<file path="src/rtl/pbus_pkg.sv">
package pbus_pkg;

    typedef enum logic [3:0] {
        ST_IDLE,
        ST_W_ADDR,
        ST_W_DRIVE,
        ST_W_STROBE,
        ST_W_HOLD,
        ST_W_UNADDR,
        ST_R_ADDR,
        ST_R_STROBE,
        ST_R_HOLD,
        ST_FINISH
    } pbus_state_t;

    function automatic int unsigned max2(input int unsigned a, input int unsigned b);
        return (a > b) ? a : b;
    endfunction

endpackage

</file>
<file path="src/rtl/pbus_phase_timer.sv">
module pbus_phase_timer #(
    parameter int unsigned CNT_W = 8
) (
    input  logic             clk,
    input  logic             rst_n,
    input  logic             load,
    input  logic [CNT_W-1:0] load_val,
    output logic             expired
);

    logic [CNT_W-1:0] cnt_q;

    always_ff @(posedge clk or negedge rst_n) begin
        if (!rst_n) begin
            cnt_q <= '0;
        end else if (load) begin
            cnt_q <= load_val;
        end else if (cnt_q != '0) begin
            cnt_q <= cnt_q - 1'b1;
        end
    end

    assign expired = (cnt_q == '0);

endmodule

</file>
<file path="src/rtl/pbus_seq_fsm.sv">
module pbus_seq_fsm
    import pbus_pkg::*;
#(
    parameter int unsigned ADDR_W     = 4,
    parameter int unsigned DATA_W     = 8,
    parameter int unsigned SETUP_CYC  = 2,
    parameter int unsigned STROBE_CYC = 200,
    parameter int unsigned SAMPLE_CYC = 200,
    parameter int unsigned HOLD_CYC   = 2
) (
    input  logic              clk,
    input  logic              rst_n,
    input  logic              cmd_valid,
    input  logic              cmd_write,
    input  logic [ADDR_W-1:0] cmd_addr,
    input  logic [DATA_W-1:0] cmd_wdata,
    input  logic [DATA_W-1:0] cmd_inmask,
    output logic [ADDR_W-1:0] addr_q,
    output logic [DATA_W-1:0] wdata_q,
    output logic [DATA_W-1:0] mask_q,
    output logic              addr_act,
    output logic              data_vis,
    output logic              drive_en,
    output logic              wr_act,
    output logic              rd_act,
    output logic              capture,
    output logic              busy,
    output logic              done
);

    localparam int unsigned MAX_LEN =
        max2(max2(SETUP_CYC, HOLD_CYC), max2(STROBE_CYC, SAMPLE_CYC));
    localparam int unsigned CNT_W = $clog2(MAX_LEN + 1);

    pbus_state_t state_q, state_d;
    logic             expired;
    logic             load;
    logic [CNT_W-1:0] load_val;

    function automatic logic [CNT_W-1:0] phase_len(input pbus_state_t s);
        unique case (s)
            ST_W_ADDR, ST_W_DRIVE, ST_R_ADDR: return CNT_W'(SETUP_CYC - 1);
            ST_W_STROBE:                      return CNT_W'(STROBE_CYC - 1);
            ST_R_STROBE:                      return CNT_W'(SAMPLE_CYC - 1);
            ST_W_HOLD, ST_R_HOLD:             return CNT_W'(HOLD_CYC - 1);
            default:                          return '0;
        endcase
    endfunction

    pbus_phase_timer #(.CNT_W(CNT_W)) u_timer (
        .clk     (clk),
        .rst_n   (rst_n),
        .load    (load),
        .load_val(load_val),
        .expired (expired)
    );

    // next-state selection
    always_comb begin
        state_d = state_q;
        unique case (state_q)
            ST_IDLE:     if (cmd_valid) state_d = cmd_write ? ST_W_ADDR : ST_R_ADDR;
            ST_W_ADDR:   if (expired) state_d = ST_W_DRIVE;
            ST_W_DRIVE:  if (expired) state_d = ST_W_STROBE;
            ST_W_STROBE: if (expired) state_d = ST_W_HOLD;
            ST_W_HOLD:   if (expired) state_d = ST_W_UNADDR;
            ST_W_UNADDR: state_d = ST_FINISH;
            ST_R_ADDR:   if (expired) state_d = ST_R_STROBE;
            ST_R_STROBE: if (expired) state_d = ST_R_HOLD;
            ST_R_HOLD:   if (expired) state_d = ST_FINISH;
            ST_FINISH:   state_d = ST_IDLE;
            default:     state_d = ST_IDLE;
        endcase
    end

    assign load     = (state_d != state_q);
    assign load_val = phase_len(state_d);

    // state register and command latch
    always_ff @(posedge clk or negedge rst_n) begin
        if (!rst_n) begin
            state_q <= ST_IDLE;
            addr_q  <= '0;
            wdata_q <= '0;
            mask_q  <= '0;
        end else begin
            state_q <= state_d;
            if (state_q == ST_IDLE && cmd_valid) begin
                addr_q  <= cmd_addr;
                wdata_q <= cmd_wdata;
                mask_q  <= cmd_inmask;
            end
        end
    end

    // per-state outputs
    always_comb begin
        addr_act = 1'b0;
        data_vis = 1'b0;
        drive_en = 1'b0;
        wr_act   = 1'b0;
        rd_act   = 1'b0;
        done     = 1'b0;
        unique case (state_q)
            ST_IDLE:     ;
            ST_W_ADDR:   begin addr_act = 1'b1; data_vis = 1'b1; end
            ST_W_DRIVE:  begin addr_act = 1'b1; data_vis = 1'b1; drive_en = 1'b1; end
            ST_W_STROBE: begin addr_act = 1'b1; data_vis = 1'b1; drive_en = 1'b1; wr_act = 1'b1; end
            ST_W_HOLD:   begin addr_act = 1'b1; data_vis = 1'b1; drive_en = 1'b1; end
            ST_W_UNADDR: begin data_vis = 1'b1; drive_en = 1'b1; end
            ST_R_ADDR:   addr_act = 1'b1;
            ST_R_STROBE: begin addr_act = 1'b1; rd_act = 1'b1; end
            ST_R_HOLD:   addr_act = 1'b1;
            ST_FINISH:   done = 1'b1;
            default:     ;
        endcase
    end

    assign capture = (state_q == ST_R_STROBE) && expired;
    assign busy    = (state_q != ST_IDLE);

    a_r10_single_strobe: assert property (@(posedge clk) disable iff (!rst_n)
        !(wr_act && rd_act));
    a_r3_strobe_context: assert property (@(posedge clk) disable iff (!rst_n)
        wr_act |-> (drive_en && addr_act));
    a_r2_drive_before_strobe: assert property (@(posedge clk) disable iff (!rst_n)
        $rose(wr_act) |-> $past(drive_en));
    a_r4_unaddr_before_release: assert property (@(posedge clk) disable iff (!rst_n)
        $fell(drive_en) |-> (!addr_act && $past(!addr_act)));
    a_r5_sample_under_strobe: assert property (@(posedge clk) disable iff (!rst_n)
        capture |-> (rd_act && addr_act));
    a_r9_done_single: assert property (@(posedge clk) disable iff (!rst_n)
        done |=> !done);
    a_r9_done_then_idle: assert property (@(posedge clk) disable iff (!rst_n)
        done |=> !busy);

endmodule

</file>
<file path="src/rtl/pbus_line_map.sv">
module pbus_line_map #(
    parameter bit          ACTIVE_LOW = 1'b1,
    parameter int unsigned ADDR_W     = 4,
    parameter int unsigned DATA_W     = 8
) (
    input  logic              clk,
    input  logic              rst_n,
    input  logic [ADDR_W-1:0] addr_q,
    input  logic [DATA_W-1:0] wdata_q,
    input  logic [DATA_W-1:0] mask_q,
    input  logic              addr_act,
    input  logic              data_vis,
    input  logic              drive_en,
    input  logic              wr_act,
    input  logic              rd_act,
    input  logic              capture,
    input  logic [DATA_W-1:0] bus_d_in,
    output logic [ADDR_W-1:0] bus_addr,
    output logic              bus_sel,
    output logic              bus_rd,
    output logic              bus_wr,
    output logic [DATA_W-1:0] bus_d_out,
    output logic [DATA_W-1:0] bus_d_oe,
    output logic [DATA_W-1:0] rd_data
);

    localparam logic FLIP = ACTIVE_LOW;

    logic [ADDR_W-1:0] addr_log;
    logic [DATA_W-1:0] data_log;
    logic [DATA_W-1:0] rd_q;

    assign addr_log = addr_act ? addr_q : '0;
    assign data_log = data_vis ? wdata_q : '0;

    assign bus_addr = addr_log ^ {ADDR_W{FLIP}};
    assign bus_sel  = addr_act ^ FLIP;
    assign bus_rd   = rd_act ^ FLIP;
    assign bus_wr   = wr_act ^ FLIP;

    // per-bit drive: masked bits stay released
    for (genvar b = 0; b < DATA_W; b++) begin : g_bit
        assign bus_d_out[b] = data_log[b] ^ FLIP;
        assign bus_d_oe[b]  = drive_en & ~mask_q[b];
    end

    always_ff @(posedge clk or negedge rst_n) begin
        if (!rst_n) begin
            rd_q <= '0;
        end else if (capture) begin
            rd_q <= bus_d_in ^ {DATA_W{FLIP}};
        end
    end

    assign rd_data = rd_q;

    a_r7_masked_bits_released: assert property (@(posedge clk) disable iff (!rst_n)
        (bus_d_oe & mask_q) == '0);

endmodule

</file>
<file path="src/rtl/pbus_cycle_master.sv">
module pbus_cycle_master #(
    parameter bit          ACTIVE_LOW = 1'b1,
    parameter int unsigned ADDR_W     = 4,
    parameter int unsigned DATA_W     = 8,
    parameter int unsigned SETUP_CYC  = 2,
    parameter int unsigned STROBE_CYC = 200,
    parameter int unsigned SAMPLE_CYC = 200,
    parameter int unsigned HOLD_CYC   = 2
) (
    input  logic              clk,
    input  logic              rst_n,
    input  logic              cmd_valid,
    input  logic              cmd_write,
    input  logic [ADDR_W-1:0] cmd_addr,
    input  logic [DATA_W-1:0] cmd_wdata,
    input  logic [DATA_W-1:0] cmd_inmask,
    output logic              busy,
    output logic              done,
    output logic [DATA_W-1:0] rd_data,
    output logic [ADDR_W-1:0] bus_addr,
    output logic              bus_sel,
    output logic              bus_rd,
    output logic              bus_wr,
    output logic [DATA_W-1:0] bus_d_out,
    output logic [DATA_W-1:0] bus_d_oe,
    input  logic [DATA_W-1:0] bus_d_in
);

    logic [ADDR_W-1:0] addr_q;
    logic [DATA_W-1:0] wdata_q;
    logic [DATA_W-1:0] mask_q;
    logic addr_act, data_vis, drive_en, wr_act, rd_act, capture;

    pbus_seq_fsm #(
        .ADDR_W    (ADDR_W),
        .DATA_W    (DATA_W),
        .SETUP_CYC (SETUP_CYC),
        .STROBE_CYC(STROBE_CYC),
        .SAMPLE_CYC(SAMPLE_CYC),
        .HOLD_CYC  (HOLD_CYC)
    ) u_fsm (
        .clk       (clk),
        .rst_n     (rst_n),
        .cmd_valid (cmd_valid),
        .cmd_write (cmd_write),
        .cmd_addr  (cmd_addr),
        .cmd_wdata (cmd_wdata),
        .cmd_inmask(cmd_inmask),
        .addr_q    (addr_q),
        .wdata_q   (wdata_q),
        .mask_q    (mask_q),
        .addr_act  (addr_act),
        .data_vis  (data_vis),
        .drive_en  (drive_en),
        .wr_act    (wr_act),
        .rd_act    (rd_act),
        .capture   (capture),
        .busy      (busy),
        .done      (done)
    );

    pbus_line_map #(
        .ACTIVE_LOW(ACTIVE_LOW),
        .ADDR_W    (ADDR_W),
        .DATA_W    (DATA_W)
    ) u_map (
        .clk      (clk),
        .rst_n    (rst_n),
        .addr_q   (addr_q),
        .wdata_q  (wdata_q),
        .mask_q   (mask_q),
        .addr_act (addr_act),
        .data_vis (data_vis),
        .drive_en (drive_en),
        .wr_act   (wr_act),
        .rd_act   (rd_act),
        .capture  (capture),
        .bus_d_in (bus_d_in),
        .bus_addr (bus_addr),
        .bus_sel  (bus_sel),
        .bus_rd   (bus_rd),
        .bus_wr   (bus_wr),
        .bus_d_out(bus_d_out),
        .bus_d_oe (bus_d_oe),
        .rd_data  (rd_data)
    );

    a_r6_rd_hold: assert property (@(posedge clk) disable iff (!rst_n)
        !$stable(rd_data) |-> $past(capture));
    a_r1_idle_released: assert property (@(posedge clk) disable iff (!rst_n)
        !busy |-> (bus_d_oe == '0));

endmodule

</file>
<file path="config.mk">
export PLATFORM = sky130hd
export DESIGN_NAME = pbus_cycle_master
export DESIGN_NICKNAME = d
export VERILOG_FILES = /design/src/rtl/pbus_pkg.sv /design/src/rtl/pbus_phase_timer.sv /design/src/rtl/pbus_seq_fsm.sv /design/src/rtl/pbus_line_map.sv /design/src/rtl/pbus_cycle_master.sv
export SDC_FILE = /design/constraint.sdc
export NUM_CORES = 1
export LEC_CHECK = 0
export ABC_CLOCK_PERIOD_IN_PS = 2900
export BUFFER_PORTS_ARGS = -buffer_cell sky130_fd_sc_hd__buf_4
export CAP_MARGIN = 20
export CORE_ASPECT_RATIO = 0.5
export CORE_UTILIZATION = 35
export CTS_CLUSTER_SIZE = 14
export DETAILED_ROUTE_END_ITERATION = 8
export GPL_TIMING_DRIVEN = 0
export PLACE_DENSITY = 0.57
export SLEW_MARGIN = 20
export SYNTH_ARGS = -nofsm -noshare
export SYNTH_HDL_FRONTEND = slang
export SYNTH_SLANG_ARGS = --single-unit
</file>
<file path="constraint.sdc">
create_clock -name clk -period 2.9 [get_ports clk]
set_clock_uncertainty 0.05 [all_clocks]
set_input_delay 0.435 -clock clk [delete_from_list [all_inputs] [get_ports clk]]
set_output_delay 0.435 -clock clk [all_outputs]
set_load 0.005 [all_outputs]
</file>
Word level (Yosys, flattened, before mapping):

Index checks and enable logic that the tools add are counted.

* bits in registers: 40
* bits of input ports: 32
* output and inout port bits: 33
* logic and storage cells: 86

* $add $sub $neg: 1
* equality and inequality tests: 17
* multiplexer cells: 21
* bitwise gates (word level): 29
* reduce and logical (&&, ||, !) cells: 12

Operators with widths (number)
* 2-to-1 mux 4 bit: 9
* one-hot mux 4 bit (9 select lines): 1
* == test 4 x 3 -> 1 bit (second input constant): 7
* 2-to-1 mux 8 bit: 3
* NOT 1 bit: 19
* == test 4 x 2 -> 1 bit (second input constant): 4
* one-hot mux 8 bit (2 select lines): 1
* == test 4 bit (second input constant): 3
* OR reduction 5 bit: 2
* AND 1 bit: 8
* == test 4 x 1 -> 1 bit (second input constant): 2
* logical NOT 8 bit: 1
* NOT 8 bit: 1
* nonzero test 8 bit: 1
* subtractor 8 x 1 -> 8 bit (second input constant): 1
* OR reduction 7 bit: 1
* 2-to-1 mux 1 bit: 6
* logical NOT 4 bit: 1
* != test 4 bit: 1
* NOT 4 bit: 1
* nonzero test 4 bit: 1
* OR reduction 4 bit: 1
* 2-to-1 mux 3 bit: 1
* logical AND 1 bit: 2
* 2 further kinds: 2

Depth between registers and ports, before layout:

* depth after elaboration: 7
* depth in mapped cells: 9
* mapped depth without buffers: 7

Hierarchy:

From an unflattened synthesis, not the netlist that was laid out.

* cells, all modules: 217
* area, all modules: 2224.6 sq um

Modules (own cells, without submodules)
* pbus_seq_fsm: times used 1, cells an instance 114, area each 1316.3 sq um, sequential area each 600.6 sq um
* pbus_phase_timer: times used 1, cells an instance 54, area each 476.7 sq um, sequential area each 200.2 sq um
* pbus_line_map: times used 1, cells an instance 49, area each 431.7 sq um, sequential area each 200.2 sq um

Worst setup path before layout:

OpenSTA, ideal clock, no wires.

* path kind: register -> register
* start: register u_fsm.u_timer.cnt_q[0]
* end: register u_fsm.u_timer.cnt_q[2]
* library setup time: 87 ps
* arrival time: 2017 ps
* required time: 2763 ps
* setup slack: 746 ps
* stages on the path, launching flop included: 8
* buffers on the path: 0
* clock period less this slack: 2154 ps
* path through: dfrtp_1 inv_1 ha_1 or3b_2 or2_0 o22a_1 or3_4 a22oi_1

* word-level cells in the longest chain between the ends: 7
* elaborated cells on any way between the ends: 25
* classes of those cells: add/sub (1); eq/ne (8); mux (11); reduce/logical (5)

Ends and longest elaborated chain
* start: declaration: RTL line pbus_phase_timer.sv:11 `logic [CNT_W-1:0] cnt_q;`
* start signal: assignment: RTL line pbus_phase_timer.sv:17 `cnt_q <= load_val;`
* start signal: assignment: RTL line pbus_phase_timer.sv:19 `cnt_q <= cnt_q - 1'b1;`
* logical NOT 8 bit: RTL line pbus_phase_timer.sv:23 `assign expired = (cnt_q == '0);`
* 2-to-1 mux 4 bit (tied with other cells): RTL line pbus_seq_fsm.sv:70 `ST_R_HOLD: if (expired) state_d = ST_FINISH;`
* one-hot mux 4 bit (9 select lines): RTL line pbus_seq_fsm.sv:61 `unique case (state_q)`
* == test 4 x 1 -> 1 bit (tied with other cells): RTL line pbus_seq_fsm.sv:41 `unique case (s)`
* OR reduction 5 bit (no source line) or OR reduction 2 bit (tied branches)
* one-hot mux 8 bit (2 select lines): RTL line pbus_seq_fsm.sv:41
* 2-to-1 mux 8 bit: RTL line pbus_phase_timer.sv:16 `end else if (load) begin`

Several ways; a longest one is shown, not always the timed one. The select of a mux whose other input is x is not followed.
A chain may end at the register's enable or synchronous reset.

Worst setup path after layout:

* start: register u_fsm.state_q[0]
* end: output bus_d_out[4]

* word-level cells in the longest chain between the ends: 5
* elaborated cells on any way between the ends: 9
* classes of those cells: eq/ne (5); mux (2); bitwise (1); reduce/logical (1)

Ends and longest elaborated chain
* start: declaration: RTL line pbus_seq_fsm.sv:35 `pbus_state_t state_q, state_d;`
* start signal: assignment: RTL line pbus_seq_fsm.sv:87 `state_q <= state_d;`
* == test 4 x 1 -> 1 bit (tied with other cells): RTL line pbus_seq_fsm.sv:104 `unique case (state_q)`
* OR reduction 5 bit (no source line) *
* 2-to-1 mux 1 bit *: RTL line pbus_seq_fsm.sv:104
* 2-to-1 mux 8 bit *: RTL line pbus_line_map.sv:34 `assign data_log = data_vis ? wdata_q : '0;`
* NOT 1 bit (no source line) *
* end: declaration: RTL line pbus_cycle_master.sv:24 `output logic [DATA_W-1:0] bus_d_out,`

Mark *: on every way between the ends. The rest lies on a longest branch, timed or not.

==> impl_metrics.py <==
metrics = {
    "run_status": {
        "status": "complete, no violations",
    },
    "routing": {
        "drtIter0Drc": 66,
        "antenna_left": 0,
        "firstDrtPassIters": 4,
        "wirelength_um": 4540,
        "routed_via_density": 4.88,
        "vias": 1684,
        "avgRoutedWirePerCell_um": 13.2,
        "drc": 0,
    },
    "worst_setup_path": {
        "cp_max_fo": 8,
        "worstPathArrival_ps": 2210,
        "cp-end-kind": "output port",
        "cp-start-kind": "flop",
        "worstPathCellList": "clkbuf_1 > nor3_2 > a211oi_1 > nand2_1 > buf_4",
        "critPathMaxStageDelay_ps": 860,
        "cp.required_ps": 2410,
        "cpMaxStageDelayCell": "a211oi_1",
        "crit_type": "flop to output port",
    },
    "sta": {
        "min_period_ps": 2700,
        "finalHoldViolCount": 0,
        "finalCritPeriodShare_pct": 92.9,
        "relSlewSlack_pct": 32.0,
        "maxSlewViolCount": 0,
        "final.setup.tns_ps": 0,
        "setup_viol": 0,
        "fmax_mhz": 371,
        "rsz0062_at_grt": "no",
        "tightest_slew_ps": 1010,
    },
    "logic_synthesis": {
        "synth-seq-cells": 40,
        "syn-instance-count": 200,
        "yosysTopAreaCellShare_pct": 50.0,
        "syn_area_per_cell_um2": 10.0,
        "syn_nets": 233,
        "yosysUniqueCellTypes": 43,
        "syn_area_um2": 2000,
        "yosys_warnings": 0,
        "synth_area_leaders": "dfrtp_1 (50%), mux2_2 (11%), nand2_1 (5.4%), nor2_1 (3.9%), o21ai_1 (2.7%)",
        "seq_area_frac_synth_pct": 50.0,
        "synth_top_area_cell": "dfrtp_1",
    },
    "clock_network": {
        "clkTransAtPathRegs_ps": 60,
        "root_buffer": "clkbuf_16",
        "cts_sinks": 40,
        "clk_latency_ps": 280,
        "post_cts_buffers": 0,
        "ctsResizeCount": 0,
        "h-tree-depth": 2,
        "clock_path_buffers": 2,
        "ctsHoldBuffers": 0,
        "cts_buffers": 5,
        "cts_tree": "done",
    },
    "floorplanning": {
        "initial_core_util_pct": 36.5,
        "die_h_um": 55.5,
        "die_w_um": 109,
        "io_pins": 65,
        "rows": 19,
        "core_um2": 5490,
        "dieArea_um2": 6050,
    },
    "job": {
        "drv_cap": 0,
    },
    "worst_hold_path": {
        "hp-class": "input pin to async pin",
    },
    "power": {
        "leakage_uw": 0.00128,
        "p_sw_uw": 1210,
        "clockPowerShare_pct": 17.3,
        "ir_worst_vdd_mv": 0.464,
        "power_frac_seq_pct": 29.5,
        "p_int_uw": 2050,
        "powerDensity_nw_per_um2": 1190,
        "switching_share_pct": 37.1,
        "power_uw": 3260,
        "pwr-share-comb_pct": 53.2,
    },
    "layout": {
        "fillers": 548,
        "stdcell_count": 345,
        "final_core_util_pct": 49.7,
        "fin_nets": 304,
        "multi_input_area_um2": 933,
        "area_growth_pct": 36.2,
        "diodes": 0,
        "layout_commonest_cell": "buf_4",
        "final_area_um2": 2730,
        "layout-drive-gt1-share_pct": 37.1,
        "most-common-layout-cells": "buf_4 (64), dfrtp_1 (40), nand2_1 (29), nor2_1 (21), mux2_2 (20)",
        "layout.area.seq_um2": 1000,
    },
    "global_route": {
        "grt_usage_pct": 16.5,
        "antenna_found_initial": 0,
        "grt_overflow": 0,
        "grt_pass1_vias": 1712,
        "grt_max_degree": 41,
        "grt_pass1_wl_um": 7800,
    },
    "placement": {
        "placed_cells": 337,
        "place_area_um2": 2570,
        "dp_hpwl_um": 3320,
        "numPortBuffers": 64,
        "routabilityCongestion": 0.775,
    },
}
## layout make-up
| cell class | instances | share of cell area, % |
|---|---|---|
| clock buffer | 6 | 5.09 |
| multi-input combinational | 143 | 34.2 |
| clock inverter | 2 | 0.505 |
| sequential | 40 | 36.7 |
| timing repair buffer | 64 | 17.6 |
| buffer | 11 | 1.70 |
| tap | 73 | 3.35 |
| inverter | 6 | 0.826 |
## power groups by stage
stage          clock network, µW  logic, µW  registers, µW
6_report                     563       1730            961
5_1_grt                      606       1930            999
4_1_cts                      578       1760            962
3_5_place_dp                   0       1750            972
3_3_place_gp                   0       1730            959
2_1_floorplan                  0       1080            938
## worst max-delay path, delay by kind of cell (launching register included)
family / cells / cell delay (ps)
buf+inv: 2 / 460
compound gates: 1 / 860
flops: 1 / 320
simple gates: 2 / 300
## final timing paths
kind	startpoint	endpoint	slack, ps	cells past startpoint
worst min register to register	u_map.rd_data[1]	u_map.rd_data[1]	440	2
worst max register to register	u_fsm.u_timer.cnt_q[0]	u_map.rd_data[5]	500	9
worst max-delay path	u_fsm.state_q[0]	bus_d_out[4]	200	5
max in group asynchronous	rst_n	u_fsm.mask_q[0]	2370	1
worst min-delay path	rst_n	u_fsm.u_timer.cnt_q[1]	70	1
min in group clk	bus_d_in[1]	u_map.rd_data[1]	280	2
## through the flow
stage | setup slack (ps) | hold WS [ps]
global placement | 486 | 401
finish | 205 | 74.2
detailed placement | 483 | 401
floorplan | 746 | 89.4
global route | 2.52 | 119
CTS | 169 | 99.5
## cell usage after synthesis, drive strengths merged
| library cell | instances |
|---|---|
| nor2b | 2 |
| a31oi | 1 |
| a22o | 1 |
| a22oi | 2 |
| buf | 5 |
| a21o | 1 |
| or3b | 1 |
| nor2 | 22 |
| nor3 | 3 |
| a211oi | 5 |
| o211a | 1 |
| a21oi | 2 |
| a2bb2oi | 1 |
| o22a | 1 |
| a221oi | 1 |
| o221ai | 1 |
| clkinv | 1 |
| o21a | 3 |
| nor4 | 4 |
| inv | 5 |
| nand3 | 3 |
| o21ai | 13 |
| mux2i | 1 |
| nand2b | 4 |
| ha | 1 |
| xor2 | 3 |
| xnor2 | 5 |
| or3 | 2 |
| dfrtp | 40 |
| clkbuf | 6 |
| o211ai | 5 |
| or2 | 3 |
| or4 | 1 |
| nand4bb | 1 |
| nand2 | 29 |
| mux2 | 20 |
## layer usage
metal | global-route usage (%) | vias to the layer above | wire length, µm
li1 | - | 836 | -
met1 | 22.1 | 819 | 2140
met2 | 26.1 | 24 | 2180
met3 | 5.08 | 5 | 182
met4 | 4.05 | 0 | 38
met5 | 0 | - | 0
## logic make-up after synthesis
family	after synthesis	synth area share, %
AOI/OAI and AO/OA	38	13.0
DFF	40	50.0
adders and majority gates	1	0.625
buffers and inverters	17	3.44
muxes	21	11.7
xor gates and xnor gates	8	3.50
and+or+nand+nor	75	17.7
## state kept, by name, indices dropped and copies added, names as in the netlist
name and flops:
u_fsm.wdata_q 8, u_fsm.addr_q 4, u_fsm.u_timer.cnt_q 8, u_map.rd_data 8, u_fsm.state_q 4, u_fsm.mask_q 8
Note: power is estimated with default switching activity, not from simulation.
